--- src/rtl/mac_slice.sv ---
module mac_slice #(
  parameter int AW    = 25,
  parameter int BW    = 18,
  parameter int PW    = 48,
  parameter int LANES = 4
) (
  input  logic             clk,
  input  logic             rst_n,
  input  logic [1:0]       op_i,
  input  logic [1:0]       simd_i,
  input  logic             sub_i,
  input  logic             clr_i,
  input  logic [3:0]       lfn_i,
  input  logic [AW-1:0]    a_i,
  input  logic [AW-1:0]    d_i,
  input  logic [BW-1:0]    b_i,
  input  logic [PW-1:0]    x_i,
  input  logic [PW-1:0]    y_i,
  output logic [PW-1:0]    p_o,
  output logic [LANES-1:0] cy_o
);
  localparam int LW   = PW / LANES;
  localparam int MW   = AW + BW;
  localparam int HALF = LANES / 2;
  localparam logic [1:0] OP_MAC = 2'd0, OP_ADD = 2'd1, OP_ACC = 2'd2, OP_LOG = 2'd3;

  logic [1:0]    op1, simd1, op2, simd2;
  logic          sub1, clr1, sub2, clr2;
  logic [3:0]    lfn1, lfn2;
  logic [AW-1:0] a1, d1, pre;
  logic [BW-1:0] b1;
  logic [PW-1:0] x1, y1, x2, y2, m2;
  logic signed [MW-1:0] prod;

  always_ff @(posedge clk or negedge rst_n) begin
    if (!rst_n) begin
      {op1, simd1, sub1, clr1, lfn1, a1, d1, b1, x1, y1} <= '0;
      {op2, simd2, sub2, clr2, lfn2, m2, x2, y2} <= '0;
    end else begin
      {op1, simd1, sub1, clr1, lfn1} <= {op_i, simd_i, sub_i, clr_i, lfn_i};
      {a1, d1, b1, x1, y1} <= {a_i, d_i, b_i, x_i, y_i};
      {op2, simd2, sub2, clr2, lfn2} <= {op1, simd1, sub1, clr1, lfn1};
      m2 <= {{(PW-MW){prod[MW-1]}}, prod};
      x2 <= x1;
      y2 <= y1;
    end
  end

  assign pre  = a1 + d1;
  assign prod = $signed(pre) * $signed(b1);

  logic [1:0]    mode;
  logic [PW-1:0] fb, u, v, sum, lres;
  logic [LANES-1:0] lc, lcy;

  assign mode = (op2 == OP_MAC) ? 2'd0 : simd2[1] ? 2'd2 : simd2[0] ? 2'd1 : 2'd0;
  assign fb   = clr2 ? '0 : p_o;
  assign u    = (op2 == OP_ADD) ? x2 : fb;
  assign v    = ((op2 == OP_MAC) ? m2 : y2) ^ {PW{sub2}};

  for (genvar i = 0; i < LANES; i++) begin : g_lane
    logic start, last, cin;
    logic [LW:0] s;
    assign start = (i % LANES == 0) || (mode == 2'd2) || (mode == 2'd1 && (i % HALF) == 0);
    assign last  = ((i + 1) % LANES == 0) || (mode == 2'd2) || (mode == 2'd1 && ((i + 1) % HALF) == 0);
    if (i == 0) begin : g_first
      assign cin = sub2;
    end else begin : g_rest
      assign cin = start ? sub2 : lc[i-1];
    end
    assign s = {1'b0, u[i*LW +: LW]} + {1'b0, v[i*LW +: LW]} + {{LW{1'b0}}, cin};
    assign sum[i*LW +: LW] = s[LW-1:0];
    assign lc[i]  = s[LW];
    assign lcy[i] = last & s[LW];
  end

  always_comb begin
    case (lfn2)
      4'd0:    lres = x2 & y2;
      4'd1:    lres = x2 | y2;
      4'd2:    lres = x2 ^ y2;
      4'd3:    lres = ~(x2 & y2);
      4'd4:    lres = ~(x2 | y2);
      4'd5:    lres = ~(x2 ^ y2);
      4'd6:    lres = x2 & ~y2;
      4'd7:    lres = x2 | ~y2;
      4'd8:    lres = ~x2;
      4'd9:    lres = x2;
      default: lres = '0;
    endcase
  end

  always_ff @(posedge clk or negedge rst_n) begin
    if (!rst_n) begin
      p_o  <= '0;
      cy_o <= '0;
    end else begin
      p_o  <= (op2 == OP_LOG) ? lres : sum;
      cy_o <= (op2 == OP_LOG) ? '0 : lcy;
    end
  end

  a_r1_reset_zero: assert property (@(posedge clk) !rst_n |=> (p_o == '0 && cy_o == '0));
  a_r2_hold_keeps: assert property (@(posedge clk) disable iff (!rst_n)
    (op2 == OP_ACC && !clr2 && !sub2 && y2 == '0) |=> p_o == $past(p_o));
  a_r9_clear_restarts: assert property (@(posedge clk) disable iff (!rst_n)
    (op2 == OP_ACC && clr2 && !sub2 && y2 == '0) |=> p_o == '0);
  a_r3_mac_single_lane: assert property (@(posedge clk) disable iff (!rst_n)
    (op2 == OP_MAC) |=> cy_o[LANES-2:0] == '0);
  a_r7_dual_lane_carry: assert property (@(posedge clk) disable iff (!rst_n)
    (op2 != OP_LOG && op2 != OP_MAC && simd2 == 2'b01) |=> (cy_o[0] == 1'b0 && cy_o[2] == 1'b0));
  a_r10_logic_no_carry: assert property (@(posedge clk) disable iff (!rst_n)
    (op2 == OP_LOG) |=> cy_o == '0);
endmodule

--- config.mk ---
export PLATFORM = sky130hd
export DESIGN_NAME = mac_slice
export DESIGN_NICKNAME = d
export VERILOG_FILES = /design/src/rtl/mac_slice.sv
export SDC_FILE = /design/constraint.sdc
export NUM_CORES = 2
export LEC_CHECK = 0
export CELL_PAD_IN_SITES_DETAIL_PLACEMENT = 0
export CELL_PAD_IN_SITES_GLOBAL_PLACEMENT = 1
export CORE_ASPECT_RATIO = 0.9
export CORE_MARGIN = 3
export CORE_UTILIZATION = 55
export DETAILED_ROUTE_END_ITERATION = 10
export DONT_BUFFER_PORTS = 1
export PLACE_DENSITY = 0.95
export SLEW_MARGIN = 0
export SYNTH_ARGS = -nofsm -noshare
export SYNTH_HDL_FRONTEND = slang
export SYNTH_SLANG_ARGS = --single-unit
--- constraint.sdc ---
create_clock -name clk -period 18.1 [get_ports clk]
set_input_delay 1.81 -clock clk [delete_from_list [all_inputs] [get_ports clk]]
set_output_delay 1.81 -clock clk [all_outputs]
set_load 0.01 [all_outputs]
* Word-level counts from Yosys, hierarchy flattened *
Index checks and enable logic that the tools add are counted.

storage, ports and cells
  output and inout port bits = 52
  bits in registers = 375
  input bits = 176

operators by class
  $mul = 1
  equal/unequal tests = 13
  reduce and logical (&&, ||, !) cells = 3
  multiplexer cells = 12
  bitwise gates (word level) = 14
  add/subtract/negate cells = 9

operators by type and width
  kind                                                  count
  case mux 48 bit (10 select lines)                     1
  NOT 48 bit                                            5
  2-to-1 mux 48 bit                                     4
  AND 48 bit                                            2
  OR 48 bit                                             2
  bitwise XOR 48 bit                                    2
  adder 12 x 12 -> 13 bit                               4
  adder 13 x 1 -> 13 bit                                4
  multiplier 25 x 18 -> 43 bit                          1
  adder 25 bit                                          1
  equality test 4 x 3 -> 1 bit (second input constant)  4
  equality test 4 x 2 -> 1 bit (second input constant)  2
  equality test 4 bit (second input constant)           2
  equality test 2 x 1 -> 1 bit (second input constant)  2
  equality test 2 bit (second input constant)           2
  equality test 4 x 1 -> 1 bit (second input constant)  1
  logical NOT 4 bit                                     1
  2-to-1 mux 1 bit                                      4
  2-to-1 mux 2 bit                                      2
  2-to-1 mux 4 bit                                      1
  AND 1 bit                                             3
  logical NOT 2 bit                                     1
  logical OR 1 bit                                      1

* Longest topological paths before layout *
  word-level depth = 12
  depth in mapped cells = 50

* Least setup slack after synthesis *
No wires, ideal clock.

  path type = reg-to-reg
  start = register op2[1]
  end = register p_o[46]
  stages on the path, launching flop included = 49
  slack = 8.289 ns
  arrival = 9.673 ns
  buffers on the path = 2
  cells stage by stage = dfrtp_1 -> buf_6 -> nor2_2 -> clkbuf_1 -> mux2i_1 -> xnor2_1 -> fa_1 -> a21o_1 -> a21oi_1 -> o21bai_1 -> a21oi_1 -> o21ai_0 -> a311o_1 -> a21o_1 -> a21o_1 -> mux2i_1 -> fa_1 -> fa_1 -> [... 13 more ...] -> a21boi_0 -> o21ai_0 -> nand2b_1 -> a31oi_1 -> o21ai_0 -> a21oi_1 -> o21ai_0 -> fa_1 -> fa_1 -> a21oi_1 -> o21bai_1 -> a21oi_1 -> o21bai_1 -> a2111oi_0 -> nor3_1 -> a21oi_1 -> xor2_1 -> o22ai_1

between the ends
  cells in the longest elaborated chain, start to end = 12
  elaborated cells between the ends (all ways) = 22
  those cells by class = 8 x add/sub; 4 x eq/ne; 7 x mux; 1 x bitwise; 2 x reduce/logical

RTL lines
  what                      line    RTL
  start: declaration        27      logic [1:0] op1, simd1, op2, simd2;
  start signal: assignment  42      {op2, simd2, sub2, clr2, lfn2} <= {op1, simd1, sub1, clr1, lfn1};
  logical NOT 2 bit         56, 59
  2-to-1 mux 48 bit         59      assign v = ((op2 == OP_MAC) ? m2 : y2) ^ {PW{sub2}};
  bitwise XOR 48 bit        59
  adder 12 x 12 -> 13 bit   71      assign s = {1'b0, u[i*LW +: LW]} + {1'b0, v[i*LW +: LW]} + {{LW{1'b0}}, cin};
  adder 13 x 1 -> 13 bit    71
  2-to-1 mux 1 bit          69      assign cin = start ? sub2 : lc[i-1];
  adder 13 x 1 -> 13 bit    71
  2-to-1 mux 1 bit          69
  adder 13 x 1 -> 13 bit    71
  2-to-1 mux 1 bit          69
  adder 13 x 1 -> 13 bit    71
  2-to-1 mux 48 bit (*)     98      p_o <= (op2 == OP_LOG) ? lres : sum;
  end signal: assignment    98
  end: declaration          19      output logic [PW-1:0] p_o,

Mark *: on every way between the ends. The rest lies on a longest branch, timed or not.

* Worst setup path after layout *
Ends and elaborated chain as after synthesis.

==> impl_metrics.toml <==
[clock_network]
clk_path_buf_depth = 3
numCtsBuffers = 43
clkSinkCount = 375
root_buffer = "clkbuf_16"
clk_pin_slew_worst_paths_ns = 0.07
ctsResizeCount = 0
cts_tree = "yes"
cts_setup_buffers = 0
postCtsHoldBufs = 0
clock_latency_ns = 0.60
h-tree-depth = 2

[route]
drt_iter0_drc = 2305
drtAntennaViolNets = 0
vias = 27200
drc_errors = 0
vias_per_cell = 5.89
totalWireLength_mm = 102
first_pass_iters = 7
routedWlPerCell_microns = 22.1

[synthesis]
syn_area_sq_um = 36700
ys_seq_area_frac = 0.255
synth_top_area_share = 0.255
yosys.area.top_type = "dfrtp_1"
synth_cell_types = 79
yosys-top-cells-area = "dfrtp_1 26%, fa_1 24%, ha_1 13%, inv_1 6.2%, nand2_1 3.9%"
yosys_register_bits = 375
syn_inst = 3797
synth_warnings = 0
syn_nets = 4790
synth_ff_type = "dfrtp_1"
synth_edf_count = 0
ys_async_sr_fraction = 1.00
syn_avg_cell_area_sq_um = 9.68

[layout]
fin_nets = 4717
layout_common_cells = "608 x inv_1, 449 x fa_1, 379 x nand2_1, 370 x dfrtp_1, 368 x ha_1"
final_common_cell = "inv_1"
area_delta_synth_final_pct = 6.74
drive_gt1_frac = 0.0484

[sta]
worst_pin_slew_ns = 1.20
rsz0062_at_grt = "false"
period_needed_ns = 11.79
slew_violations = 0
setup_viol = 0
min_period_over_period = 0.652
skew_ns = 0.0169
max_freq_mhz = 84.8
slew_headroom = 0.200
finalHoldViolCount = 0
fin_tns_setup_ns = 0

[worst_setup_path]
path_max_fanout = 23
path_common_cell = "a21oi_1"
slowest_delay_ns = 0.51
cpLargestDelayFamily = "compound AO/OA/AOI/OAI gates"
crit_type = "flip-flop to flip-flop"
cp-end-kind = "flip-flop"
timing.critical_path.buf_inv = 1
crit_path_start_kind = "flip-flop"
arrival_ns = 12.22
slowest_stage = "buf_4"
cp.required_ns = 18.53

[global_routing]
grt_pass1_vias = 27800
antenna_found_initial = 6
grt_pass1_wl_mm = 159
grt_util_all_layers = 0.293
overflow = 0
grt_max_degree = 376

[floorplanning]
row_count = 89
coreArea_sq_um = 65800
start_util = 0.558
die_w_microns = 278
ioPinCount = 228
die-area_sq_um = 69900
chipHeight_microns = 251

[run_status]
status = "finished clean"

[min_path]
min_path_type = "flip-flop to flip-flop"

[job]
maxCapViolCount = 0

[place]
place.gp.congestion = 0.928
io_buffers = 0
place_hpwl_mm = 73.7
==> stage by stage <==
step / hold slack [ns] / utilization / setup slack [ns] / instance area (sq um) / std cells
5_1_grt: 0.338 / 0.596 / 5.49 / 39200 / 4625
3_3_place_gp: 0.332 / 0.572 / 7.00 / 37700 / 4543
2_1_floorplan: 0.331 / - / 8.29 / 36700 / 3797
3_5_place_dp: 0.335 / 0.572 / 6.71 / 37700 / 4543
4_1_cts: 0.343 / 0.596 / 6.60 / 39200 / 4623
6_report: 0.341 / 0.596 / 6.31 / 39200 / 4625
==> kinds of logic (layout without fill, tap and decap cells) <==
kind of cell / Yosys count / count (layout) / synth area share
simple gates: 929 / 929 / 0.123
fa+ha+maj: 817 / 817 / 0.370
buf+inv: 783 / 745 / 0.0807
compound gates: 660 / 660 / 0.112
flops: 375 / 375 / 0.255
xor+xnor: 164 / 164 / 0.0395
mux: 69 / 69 / 0.0193
other cells: 0 / 2 / 0
==> synth_stat cells, types with 36 or more instances <==
| cell | number |
|---|---|
| dfrtp_1 | 375 |
| mux2i_1 | 54 |
| ha_1 | 368 |
| nand2b_1 | 36 |
| o21ai_0 | 183 |
| clkbuf_1 | 148 |
| a21o_1 | 40 |
| o22ai_1 | 76 |
| fa_1 | 449 |
| inv_1 | 608 |
| a21oi_1 | 167 |
| nand3b_1 | 44 |
| xor2_1 | 52 |
| a211oi_1 | 51 |
| and2_1 | 192 |
| nand2_1 | 380 |
| xnor2_1 | 110 |
| nor2_1 | 148 |
==> layer usage <==
layer  vias to the layer above  track usage  wire length [microns]
met5                         -            0                     35
met4                         4        0.111                   4000
met3                       260       0.0797                  11900
met2                      1352        0.445                  44500
met1                     13600        0.406                  41900
li1                      12000            -                      -
==> worst register-to-register path, delay by kind of cell (launching register included) <==
kind                       cells  cell delay (ns)
AOI/OAI and AO/OA             29             6.18
adders and majority gates      7             2.56
and+or+nand+nor                6             0.96
muxes                          2             0.63
buffers and inverters          1             0.52
DFF                            1             0.48
xor gates and xnor gates       2             0.30
==> area by class of cell <==
class                      count  area (sq um)
antenna                        2          5.00
clock buffer                  52          1150
clock inverter                28           400
fill                        5403         26600
inverter                     609          2290
multi-input combinational   2639         24500
sequential                   375          9390
tap                          864          1080
timing repair buffer          56           420
==> sequential cells by signal, summed over array words and instances, names as in the netlist, 2 cells and up <==
name   count
simd1      2
p_o       48
x2        48
b1        18
op2        2
m2        43
a1        25
lfn2       4
x1        48
simd2      2
op1        2
d1        25
y2        48
y1        48
lfn1       4
cy_o       4
==> final timing paths <==
path                                  startpoint           endpoint  slack [ns]  cells past startpoint
worst max-delay path            op2[1]$_DFF_PN0_  p_o[46]$_DFF_PN0_        6.31                     47
worst min register to register  x1[39]$_DFF_PN0_   x2[39]$_DFF_PN0_        0.34                      0
max in group asynchronous                  rst_n    a1[2]$_DFF_PN0_       16.55                      0
worst min-delay path            x1[39]$_DFF_PN0_   x2[39]$_DFF_PN0_        0.34                      0
worst max register to register  op2[1]$_DFF_PN0_  p_o[46]$_DFF_PN0_        6.31                     47
min in group asynchronous                  rst_n  lfn2[0]$_DFF_PN0_        0.92                      0
Power is left out: the tool's default activity adds up to more than one toggle a clock period on the data nets, which glitch-free logic cannot reach.
